File: config.mk
export PLATFORM = sky130hd
export DESIGN_NAME = spi_xfer_engine
export DESIGN_NICKNAME = d
export VERILOG_FILES = /design/src/rtl/spi_xfer_pkg.sv /design/src/rtl/spi_byte_fifo.sv /design/src/rtl/spi_shift_core.sv /design/src/rtl/spi_cs_ctrl.sv /design/src/rtl/spi_xfer_engine.sv
export SDC_FILE = /design/constraint.sdc
export NUM_CORES = 1
export LEC_CHECK = 0
export ABC_AREA = 0
export BUFFER_PORTS_ARGS = -buffer_cell sky130_fd_sc_hd__buf_2
export CORE_MARGIN = 3
export CORE_UTILIZATION = 47
export CTS_CLUSTER_DIAMETER = 50
export CTS_CLUSTER_SIZE = 24
export DETAILED_ROUTE_END_ITERATION = 16
export HOLD_SLACK_MARGIN = 0.03
export PLACE_DENSITY_LB_ADDON = 0.15
export SLEW_MARGIN = 20
export SYNTH_ARGS = -nofsm -noshare
export SYNTH_HDL_FRONTEND = slang
export SYNTH_HIERARCHICAL = 1
export SYNTH_SLANG_ARGS = --single-unit
File: constraint.sdc
create_clock -name clk_i -period 10.6 [get_ports clk_i]
set_input_delay 0.53 -clock clk_i [delete_from_list [all_inputs] [get_ports clk_i]]
set_output_delay 0.53 -clock clk_i [all_outputs]
set_load 0.05 [all_outputs]
File: src/rtl/spi_xfer_pkg.sv
package spi_xfer_pkg;
  typedef enum logic [1:0] {
    ST_IDLE  = 2'd0,
    ST_LOAD  = 2'd1,
    ST_SHIFT = 2'd2,
    ST_TAIL  = 2'd3
  } xfer_state_e;

  localparam int unsigned FRAME_W = 8;
endpackage

File: src/rtl/spi_byte_fifo.sv
module spi_byte_fifo #(
  parameter int unsigned DEPTH = 64,
  parameter int unsigned WIDTH = 8,
  localparam int unsigned AW = $clog2(DEPTH),
  localparam int unsigned CW = AW + 1
) (
  input  logic             clk_i,
  input  logic             rst_ni,
  input  logic             flush_i,
  input  logic             push_i,
  input  logic [WIDTH-1:0] wdata_i,
  input  logic             pop_i,
  output logic [WIDTH-1:0] rdata_o,
  output logic [CW-1:0]    count_o
);
  logic [WIDTH-1:0] mem_q [DEPTH];
  logic [AW-1:0]    wp_q, rp_q;
  logic [CW-1:0]    cnt_q;
  logic             full, empty, do_push, do_pop;

  assign full    = (cnt_q == CW'(DEPTH));
  assign empty   = (cnt_q == '0);
  assign do_push = push_i && !full && !flush_i;
  assign do_pop  = pop_i && !empty && !flush_i;

  always_ff @(posedge clk_i) begin
    if (do_push) mem_q[wp_q] <= wdata_i;
  end

  always_ff @(posedge clk_i or negedge rst_ni) begin
    if (!rst_ni) begin
      wp_q  <= '0;
      rp_q  <= '0;
      cnt_q <= '0;
    end else if (flush_i) begin
      wp_q  <= '0;
      rp_q  <= '0;
      cnt_q <= '0;
    end else begin
      if (do_push) wp_q <= wp_q + 1'b1;
      if (do_pop)  rp_q <= rp_q + 1'b1;
      case ({do_push, do_pop})
        2'b10:   cnt_q <= cnt_q + 1'b1;
        2'b01:   cnt_q <= cnt_q - 1'b1;
        default: cnt_q <= cnt_q;
      endcase
    end
  end

  assign rdata_o = mem_q[rp_q];
  assign count_o = cnt_q;

  AST_NO_OVERFLOW: assert property (@(posedge clk_i) disable iff (!rst_ni)
    cnt_q <= CW'(DEPTH));
  AST_FULL_HOLD: assert property (@(posedge clk_i) disable iff (!rst_ni)
    (full && !pop_i && !flush_i) |=> (cnt_q == CW'(DEPTH)));
endmodule

File: src/rtl/spi_shift_core.sv
module spi_shift_core
  import spi_xfer_pkg::*;
#(
  parameter int unsigned CNT_W = 24
) (
  input  logic               clk_i,
  input  logic               rst_ni,
  input  logic               start_i,
  input  logic               cpol_i,
  input  logic               cpha_i,
  input  logic               lsb_first_i,
  input  logic               discard_rx_i,
  input  logic [CNT_W-1:0]   burst_len_i,
  input  logic [CNT_W-1:0]   tx_len_i,
  input  logic               half_tick_i,
  input  logic               tx_empty_i,
  input  logic [FRAME_W-1:0] tx_data_i,
  input  logic               miso_i,
  output logic               tx_pop_o,
  output logic               rx_push_o,
  output logic [FRAME_W-1:0] rx_data_o,
  output logic               sclk_o,
  output logic               mosi_o,
  output logic               busy_o,
  output logic               done_o
);
  xfer_state_e        state_q;
  logic [CNT_W-1:0]   rem_q, txl_q;
  logic [3:0]         half_q;
  logic               sclk_q, done_q;
  logic [FRAME_W-1:0] tx_sh_q, rx_sh_q, rx_next;
  logic               need_tx, sample_edge, shift_edge, fire, last_half;

  assign need_tx     = (txl_q != '0);
  // even half index = leading edge
  assign sample_edge = cpha_i ? half_q[0] : ~half_q[0];
  assign shift_edge  = ~sample_edge && !(cpha_i && half_q == 4'd0);
  assign fire        = (state_q == ST_SHIFT) && half_tick_i;
  assign last_half   = (half_q == 4'hF);
  assign rx_next     = lsb_first_i ? {miso_i, rx_sh_q[FRAME_W-1:1]}
                                   : {rx_sh_q[FRAME_W-2:0], miso_i};

  assign tx_pop_o  = (state_q == ST_LOAD) && need_tx && !tx_empty_i;
  assign rx_push_o = fire && last_half && !discard_rx_i;
  assign rx_data_o = sample_edge ? rx_next : rx_sh_q;
  assign mosi_o    = lsb_first_i ? tx_sh_q[0] : tx_sh_q[FRAME_W-1];
  assign sclk_o    = sclk_q;
  assign busy_o    = (state_q != ST_IDLE);
  assign done_o    = done_q;

  always_ff @(posedge clk_i or negedge rst_ni) begin
    if (!rst_ni) begin
      state_q <= ST_IDLE;
      rem_q   <= '0;
      txl_q   <= '0;
      half_q  <= '0;
      sclk_q  <= 1'b0;
      tx_sh_q <= '0;
      rx_sh_q <= '0;
      done_q  <= 1'b0;
    end else begin
      done_q <= 1'b0;
      case (state_q)
        ST_IDLE: begin
          sclk_q <= cpol_i;
          if (start_i) begin
            rem_q   <= burst_len_i;
            txl_q   <= tx_len_i;
            state_q <= (burst_len_i == '0) ? ST_TAIL : ST_LOAD;
          end
        end
        ST_LOAD: begin
          if (need_tx) begin
            if (!tx_empty_i) begin
              tx_sh_q <= tx_data_i;
              txl_q   <= txl_q - 1'b1;
              half_q  <= '0;
              state_q <= ST_SHIFT;
            end
          end else begin
            tx_sh_q <= '0;
            half_q  <= '0;
            state_q <= ST_SHIFT;
          end
        end
        ST_SHIFT: begin
          if (half_tick_i) begin
            sclk_q <= ~sclk_q;
            half_q <= half_q + 1'b1;
            if (sample_edge) rx_sh_q <= rx_next;
            if (shift_edge)
              tx_sh_q <= lsb_first_i ? (tx_sh_q >> 1) : (tx_sh_q << 1);
            if (last_half) begin
              rem_q   <= rem_q - 1'b1;
              state_q <= (rem_q == CNT_W'(1)) ? ST_TAIL : ST_LOAD;
            end
          end
        end
        ST_TAIL: begin
          if (half_tick_i) begin
            state_q <= ST_IDLE;
            done_q  <= 1'b1;
          end
        end
        default: state_q <= ST_IDLE;
      endcase
    end
  end

  AST_SCLK_IDLE: assert property (@(posedge clk_i) disable iff (!rst_ni)
    (state_q == ST_IDLE && $past(state_q == ST_IDLE) && $stable(cpol_i)) |-> (sclk_q == cpol_i));
  AST_REM_NO_UP: assert property (@(posedge clk_i) disable iff (!rst_ni)
    (state_q != ST_IDLE && $past(state_q != ST_IDLE)) |-> (rem_q <= $past(rem_q)));
  AST_STALL_NO_EDGE: assert property (@(posedge clk_i) disable iff (!rst_ni)
    (state_q == ST_LOAD) |=> $stable(sclk_q));
  AST_DONE_IDLE: assert property (@(posedge clk_i) disable iff (!rst_ni)
    done_q |-> (state_q == ST_IDLE));
endmodule

File: src/rtl/spi_cs_ctrl.sv
module spi_cs_ctrl #(
  parameter int unsigned N_CS = 4,
  localparam int unsigned SEL_W = $clog2(N_CS)
) (
  input  logic [SEL_W-1:0] sel_i,
  input  logic             manual_i,
  input  logic             level_i,
  input  logic             active_low_i,
  input  logic             busy_i,
  output logic [N_CS-1:0]  cs_o
);
  for (genvar g = 0; g < N_CS; g++) begin : g_line
    always_comb begin
      if (sel_i == SEL_W'(g))
        cs_o[g] = manual_i ? level_i : (busy_i ^ active_low_i);
      else
        cs_o[g] = active_low_i;
    end
  end
endmodule

File: src/rtl/spi_xfer_engine.sv
module spi_xfer_engine
  import spi_xfer_pkg::*;
#(
  parameter int unsigned FIFO_DEPTH = 64,
  parameter int unsigned CNT_W      = 24,
  parameter int unsigned N_CS       = 4,
  localparam int unsigned CW        = $clog2(FIFO_DEPTH) + 1,
  localparam int unsigned SEL_W     = $clog2(N_CS)
) (
  input  logic               clk_i,
  input  logic               rst_ni,
  input  logic               enable_i,
  input  logic               master_i,
  input  logic               cpol_i,
  input  logic               cpha_i,
  input  logic               lsb_first_i,
  input  logic               discard_rx_i,
  input  logic [SEL_W-1:0]   cs_sel_i,
  input  logic               cs_manual_i,
  input  logic               cs_level_i,
  input  logic               cs_active_low_i,
  input  logic [CNT_W-1:0]   burst_len_i,
  input  logic [CNT_W-1:0]   tx_len_i,
  input  logic               xch_set_i,
  output logic               xch_o,
  output logic               done_o,
  input  logic               tx_flush_i,
  input  logic               rx_flush_i,
  input  logic               tx_wr_i,
  input  logic [FRAME_W-1:0] tx_wdata_i,
  input  logic               rx_rd_i,
  output logic [FRAME_W-1:0] rx_rdata_o,
  output logic [CW-1:0]      tx_count_o,
  output logic [CW-1:0]      rx_count_o,
  input  logic               half_tick_i,
  output logic               sclk_o,
  output logic               mosi_o,
  input  logic               miso_i,
  output logic [N_CS-1:0]    cs_o
);
  logic               busy, start, tx_pop, rx_push;
  logic [FRAME_W-1:0] tx_head, rx_wdata;

  assign start = xch_set_i && enable_i && master_i && !busy;
  assign xch_o = busy;

  spi_byte_fifo #(.DEPTH(FIFO_DEPTH), .WIDTH(FRAME_W)) u_tx_fifo (
    .clk_i   (clk_i),
    .rst_ni  (rst_ni),
    .flush_i (tx_flush_i),
    .push_i  (tx_wr_i),
    .wdata_i (tx_wdata_i),
    .pop_i   (tx_pop),
    .rdata_o (tx_head),
    .count_o (tx_count_o)
  );

  spi_byte_fifo #(.DEPTH(FIFO_DEPTH), .WIDTH(FRAME_W)) u_rx_fifo (
    .clk_i   (clk_i),
    .rst_ni  (rst_ni),
    .flush_i (rx_flush_i),
    .push_i  (rx_push),
    .wdata_i (rx_wdata),
    .pop_i   (rx_rd_i),
    .rdata_o (rx_rdata_o),
    .count_o (rx_count_o)
  );

  spi_shift_core #(.CNT_W(CNT_W)) u_core (
    .clk_i        (clk_i),
    .rst_ni       (rst_ni),
    .start_i      (start),
    .cpol_i       (cpol_i),
    .cpha_i       (cpha_i),
    .lsb_first_i  (lsb_first_i),
    .discard_rx_i (discard_rx_i),
    .burst_len_i  (burst_len_i),
    .tx_len_i     (tx_len_i),
    .half_tick_i  (half_tick_i),
    .tx_empty_i   (tx_count_o == '0),
    .tx_data_i    (tx_head),
    .miso_i       (miso_i),
    .tx_pop_o     (tx_pop),
    .rx_push_o    (rx_push),
    .rx_data_o    (rx_wdata),
    .sclk_o       (sclk_o),
    .mosi_o       (mosi_o),
    .busy_o       (busy),
    .done_o       (done_o)
  );

  spi_cs_ctrl #(.N_CS(N_CS)) u_cs (
    .sel_i        (cs_sel_i),
    .manual_i     (cs_manual_i),
    .level_i      (cs_level_i),
    .active_low_i (cs_active_low_i),
    .busy_i       (busy),
    .cs_o         (cs_o)
  );

  AST_CS_ONE_ACTIVE: assert property (@(posedge clk_i) disable iff (!rst_ni)
    $countones(cs_o ^ {N_CS{cs_active_low_i}}) <= 1);
  AST_DISCARD_HOLD: assert property (@(posedge clk_i) disable iff (!rst_ni)
    (discard_rx_i && !rx_rd_i && !rx_flush_i) |=> (rx_count_o == $past(rx_count_o)));
  AST_START_GATED: assert property (@(posedge clk_i) disable iff (!rst_ni)
    (!busy && !(enable_i && master_i)) |=> !busy);
endmodule

==> results.md, run 1 <==
* Most frequent cell after synthesis: edfxtp_1
* Outcome: complete, no violations
* DRT Pass-1 Iters at 5
* DR DRC count at 0
* H-tree lvl count at 3
* Nets@finish at 2,815
* Final hold violation count at 0
* Post-CTS Setup Bufs at 0
* #FFs+latches synth at roughly 1,100
* Cell Area, Synth at 0.0467 mm²
* # setup viols final at 0
* Final Cycle Share at 0.530
* Final Max Tran Viols at 0
* GPL Wtd Cong at 0.860
* IO buf count at 105
* Post-synthesis average cell area at 17.8 µm²
* Synth top area cells: edfxtp_1 66%, mux4_2 12%, dfrtp_1 5.9%, nor2_1 1.9%, a21oi_1 0.88%
* PwrDens at 217 mW/mm²
* Dpl cells at 3,881
* Sequence of cells on the critical path: or2_2 -> and4b_1 -> nor2b_1 -> a31oi_1 -> or2_2 -> nor3_1 -> o41ai_4 -> and2_1 -> nor2b_1 -> fa_1 -> a211oi_1 -> o21bai_1 -> a21oi_1 -> mux2i_1 -> mux2_2
* Initial antenna violation count at 1
* Leakage at 16.8 nW
* CTS tree: yes
* Cts bufs inserted at 110
* Chip height at 321 µm
* Clock-pin slew on the worst setup and hold paths at 70 ps
* Filler instances at 7,643
* Setup TNS at 0 ps
* Clock Sink Count at 1,134
* Row count at approximately 110
* Hold Buf Count CTS at 1
* Final WL at 109,000 µm
* Clk_lat worst skew at roughly 700 ps
* Initial Utilization at 0.479
* Ys flop type: edfxtp_1
* RSZ-0062 raised after global routing: false
* Worst vdd ir at 157 µV
* F_max at 178 MHz
* Vias in the first global route at 25,100
* Commonest cells post-synth: 1,024 x edfxtp_1, 256 x mux4_2, 235 x nor2_1
* Max incr delay on CP at roughly 710 ps
* Synth unique cells at 81
* Routed WL per cell at 26.6 µm
* Slowest-stage cell, CP: nor3_1
* GRT Overall Usage at 0.212
* Largest area contributor in the netlist: edfxtp_1
* Async SR Flop Fraction at 0.0970
* Die Footprint at 0.103 mm²
* Die Wd at 321 µm
* Via count at 24,900
* Post-DRT Antenna Nets at 0
* R2R Setup Slk at 4980 ps
* Worst slew pin tran at 1080 ps
* Total power at 0.0114 W
* Reg2reg start: u_core/state_q[0]
* Ports at 106
* Clock Skew at 26.5 ps
* Area fraction of the dominant cell type after synthesis at 0.659
* Post-Syn Instances at ~2,600
* CP Launch Point: u_core/state_q[0]
* Iteration-0 DRC Markers at 2,624
* Max-cap viol count at 0
* Pin count of the biggest net entering global routing at 66
* Worst setup SP type: register
* GRT Residual Overflow at 0
* HP Class: in -> reg
* Vias/cell at 6.08
* Req. time, crit path at 11,180 ps
* First-pass GRT wire length at 165,000 µm
* Seq/Total Area, Yosys at 0.718
* EDFF count, synth at 1,024
* Critical path type: reg -> reg
* Min Tclk post-route at 5620 ps
* Root buffer cell: clkbuf_16
* Critical Path AT at 6190 ps
* Clock Path Buffers at 3
* Core area at between 0.09 and 0.1 mm²
* Post-cts sizing count at 0
* Max_slew headroom at 0.281
* Fin cells at between 4,000 and 5,000
* Layout Area Growth over Synthesis at 12.5%
* Hold Startpoint: tx_len_i[0]
* Syn nets at 2,718
* Worst Path Max Fanout at 33
* Yosys Warn Count at 6
* Final HPWL DP at 68,200 µm
* Layout cells sized above 1 at 0.240
* Worst Setup End Kind: register
## worst max-delay path: cells and delay by family (launching register included)
kind,cells,cell delay (ps)
AO/OA/AOI/OAI,5,1100
multiplexers,2,580
AND/OR/NAND/NOR,7,2680
adder cells (fa/ha/maj),1,470
flip-flops,1,670
## through the flow
stage	util	hold WS, ps	cell area, µm²	setup slack, ps
6_report	0.538	106	52500	4980
5_1_grt	0.538	84.8	52500	4740
4_1_cts	0.538	61.4	52500	5110
3_5_place_dp	0.497	471	48500	5110
3_3_place_gp	0.497	470	48500	5210
2_1_floorplan	-	234	46700	5770
## power breakdown
part | internal, W | switching (W) | total (W)
sequential | 0.00529 | 0.000215 | 0.00551
clock | 0.00236 | 0.00185 | 0.00421
combinational | 0.000598 | 0.00110 | 0.00170
total | 0.00825 | 0.00317 | 0.0114
## cells by family (layout without fill, tap and decap cells)
kind of cell | count (synthesis) | count (layout) | share of synthesized area
adders and majority gates | 21 | 21 | 0.00595
muxes | 308 | 308 | 0.135
xor gates and xnor gates | 28 | 28 | 0.00606
buffers and inverters | 191 | 386 | 0.0188
AOI/OAI and AO/OA | 378 | 378 | 0.0563
and+or+nand+nor | 561 | 561 | 0.0600
DFF | 1134 | 1134 | 0.718
other | 0 | 1 | 0
## cell usage in the layout, fill, tap and decap left out, types with 14 or more instances in the layout
cell	instances
edfxtp_1	1024
nor2_1	234
inv_1	22
inv_6	23
nor2b_1	15
a22oi_1	45
nor4_1	18
mux2i_1	26
bufinv_16	14
nor3_1	51
o22ai_1	19
nand2b_1	20
buf_2	101
or3_1	21
dfrtp_1	106
a221oi_1	20
o21ai_0	61
mux4_2	256
mux2_2	19
a22o_1	21
nand3_1	36
a21oi_1	82
ha_1	19
buf_4	51
a211oi_1	18
clkbuf_16	111
nand2_1	66
## area by class of cell
cell class / count / area (µm²) / area share
Sequential cell: 1134 / 33500 / 0.638
Multi-Input combinational cell: 1296 / 12400 / 0.237
Clock buffer: 120 / 2810 / 0.0535
Tap cell: 1276 / 1600 / 0.0304
Clock inverter: 90 / 1170 / 0.0223
Timing Repair Buffer: 154 / 910 / 0.0173
Inverter: 22 / 82.6 / 0.00157
Antenna cell: 1 / 2.50 / 0.0000477
## final timing paths
path,end,cells after the start
min in group asynchronous,u_rx_fifo/count_o[1],2
setup reg to reg,u_rx_fifo/count_o[6],15
hold / removal,u_core/txl_q[0],3
max in group asynchronous,u_tx_fifo/rp_q[0],3
hold reg to reg,u_core/rem_q[15],1
setup / recovery,u_rx_fifo/count_o[6],15
## registers in the layout, summed over array words and instances (netlist names), 7 cells and up
signal             count
u_rx_fifo/count_o      7
u_core/rx_sh_q         8
u_rx_fifo/mem_q      512
u_tx_fifo/mem_q      512
u_tx_fifo/count_o      7
u_core/tx_sh_q         8
u_core/txl_q          24
u_core/rem_q          24
## metal layers
layer,track usage,routed length [µm],vias up
li1,-,-,10900
met3,0.0289,5370,160
met4,0.0548,2780,0
met5,0,0,-
met1,0.297,45800,13100
met2,0.355,55100,759
No activity file was read; power rests on OpenSTA's default activity.
==> run 2: changes to the inputs <==
==> constraint.sdc (replaced) <==
create_clock -name clk_i -period 4.6 [get_ports clk_i]
set_input_delay 0.23 -clock clk_i [delete_from_list [all_inputs] [get_ports clk_i]]
set_output_delay 0.23 -clock clk_i [all_outputs]
set_load 0.05 [all_outputs]
==> results.md, run 2 (same netlist as run 1, synthesis figures left out) <==
* Outcome: complete, no violations
* Die Footprint at 0.103 mm² (unchanged)
* Req. time, crit path at 5160 ps (-6020 ps)
* Most frequent cell on the critical path: nor2b_1
* Critical Path AT at 4790 ps (-1400 ps)
* F_max at 236 MHz (+33%)
* Iteration-0 DRC Markers at 2,582 (-1.6%)
* Sequence of cells on the critical path: or2_4 -> and4b_1 -> nor2b_1 -> a31oi_1 -> or2_2 -> nor3_4 -> o41ai_4 -> and2_1 -> nor2b_1 -> fa_1 -> a211oi_1 -> o21bai_1 -> a21oi_1 -> mux2i_1 -> mux2_2
* Initial antenna violation count at 2 (+1)
* CTS tree: yes
* Max_slew headroom at 0.290 (+0.00905)
* Logic pwr share at 0.154 (+0.005)
* Vias/cell at 6.02 (-1.0%)
* Clk_lat worst skew at 690 ps (about the same)
* Biggest regs: u_rx_fifo/mem_q (512), u_tx_fifo/mem_q (512)
* Uppermost layer routed: met4
* Switching share of total power at 0.279 (+0.00196)
* IO buf count at 105 (unchanged)
* Met3 Routed Length at 5410 µm (+0.76%)
* Chip height at 321 µm (unchanged)
* R2R Setup Slk at 370 ps (-4610 ps)
* Max-cap viol count at 0 (unchanged)
* Root buffer cell: clkbuf_16
* Most frequent cells in the layout: 1,024 x edfxtp_1, 256 x mux4_2, 235 x nor2_1
* Ports at 106 (unchanged)
* Sequential power share at 0.485 (+0.003)
* Worst setup SP type: register
* PwrDens at 488 mW/mm² (+120%)
* Die Wd at 321 µm (unchanged)
* P_sw at 0.00730 W (+130%)
* Vias in the first global route at 26,100 (+4.0%)
* Final WL at 110,000 µm (+0.97%)
* RSZ-0062 raised after global routing: false
* DR DRC count at 0 (unchanged)
* Met1 wire length at 45,900 µm (+0.30%)
* Final HPWL DP at 68,900 µm (+1.1%)
* Met2 wire length at 56,000 µm (+1.7%)
* Max incr delay on CP at 450 ps (-260 ps)
* Layout cells sized above 1 at 0.253 (+0.0122)
* Clock Sink Count at 1,134 (unchanged)
* Worst Path Max Fanout at 13 (-61%)
* # setup viols final at 0 (unchanged)
* Cts bufs inserted at 110 (unchanged)
* Pin count of the biggest net entering global routing at 66 (unchanged)
* HP Class: in -> reg
* H-tree lvl count at 3 (unchanged)
* GPL Wtd Cong at 0.885 (+2.9%)
* Most common cell after layout, fill and taps aside: edfxtp_1
* Post-DRT Antenna Nets at 0 (unchanged)
* Final Max Tran Viols at 0 (unchanged)
* Final core utilization at 0.549 (+0.0109)
* CP delay by family, top: simple AND/OR/NAND/NOR gates
* Core area at 0.0976 mm² (unchanged)
* GRT Overall Usage at 0.215 (+0.00297)
* Setup TNS at 0 ps (unchanged)
* Final Cycle Share at 0.920 (+0.390)
* First-pass GRT wire length at 167,000 µm (+1.5%)
* Routed WL per cell at 26.1 µm (-1.9%)
* GRT Residual Overflow at 0 (unchanged)
* DRT Pass-1 Iters at 7 (+2)
* Clock Skew at 25.4 ps (-1.14 ps)
* Int Pwr at 0.0188 W (+130%)
* Bufs and invs on worst path at 0 (unchanged)
* Clock Path Buffers at 3 (unchanged)
* Slowest-stage cell, CP: fa_1
* Clock-pin slew on the worst setup and hold paths at 70 ps (about the same)
* Critical path type: reg -> reg
* Filler instances at 7,608 (-0.46%)
* Min Tclk post-route at 4230 ps (-1390 ps)
* Worst Setup End Kind: register
* Worst vdd ir at 308 µV (+96%)
* Nets@finish at 2,936 (+4.3%)
* Via count at 25,400 (+1.9%)
* Post-CTS Setup Bufs at 0 (unchanged)
* Final hold violation count at 0 (unchanged)
* Initial Utilization at 0.479 (unchanged)
* Leakage at 17.3 nW (+3.2%)
* Layout Area Growth over Synthesis at 14.7%
* Row count at 114 (unchanged)
* Clock share of power at 0.361 (-0.007)
* Worst slew pin tran at 1060 ps (-13.6 ps)
==> run 2: cell type report <==
class,count,area (µm²),share of cell area
timing repair buffer,275,2060,0.0384
clock inverter,88,1000,0.0187
multi-input combinational,1296,12400,0.232
sequential,1134,33500,0.626
antenna,1,2.50,0.0000467
tap,1276,1600,0.0298
clock buffer,122,2880,0.0538
inverter,22,82.6,0.00154
==> run 2: power by group through the flow <==
stage                     Combinational, W  Sequential (W)  Clock, W
after global placement             0.00389          0.0128         0
final                              0.00404          0.0127   0.00943
after detailed placement           0.00402          0.0129         0
after global routing               0.00439          0.0127    0.0101
after floorplan                    0.00259          0.0129         0
after CTS                          0.00408          0.0127   0.00963
==> run 2: final timing paths <==
check,from,endpoint,cells after the start
setup / recovery,u_core/state_q[0],u_rx_fifo/count_o[6],15
hold / removal,tx_wdata_i[4],u_tx_fifo/mem_q[8][4],1
setup reg to reg,u_core/state_q[0],u_rx_fifo/count_o[6],15
hold reg to reg,u_core/rem_q[15],u_core/rem_q[15],1
max in group asynchronous,rst_ni,u_core/rx_sh_q[4],3
min in group asynchronous,rst_ni,u_rx_fifo/count_o[4],2
==> run 2: layer usage <==
layer / up-vias / track usage
met5: - / 0
li1: 11100 / -
met2: 714 / 0.361
met1: 13400 / 0.299
met3: 162 / 0.0308
met4: 0 / 0.0559
==> run 2: timing repair <==
action                                  CTS  global route
resized for setup                         0             1
endpoints found under the hold margin   167             0
hold buffers                             59             0
endpoints found under the setup margin    0             1
==> run 2: stage by stage <==
step | setup WS [ps] | instance area, µm² | power, W | hold slack (ps) | instances
CTS | 255 | 53600 | 0.0264 | 71.4 | 4213
global route | 63.0 | 53600 | 0.0272 | 79.0 | 4213
finish | 369 | 53600 | 0.0261 | 99.4 | 4214
global placement | 249 | 49100 | 0.0167 | 410 | 3944
detailed placement | 267 | 49100 | 0.0169 | 438 | 3944
floorplan | 23.2 | 46700 | 0.0155 | -65.6 | 2621
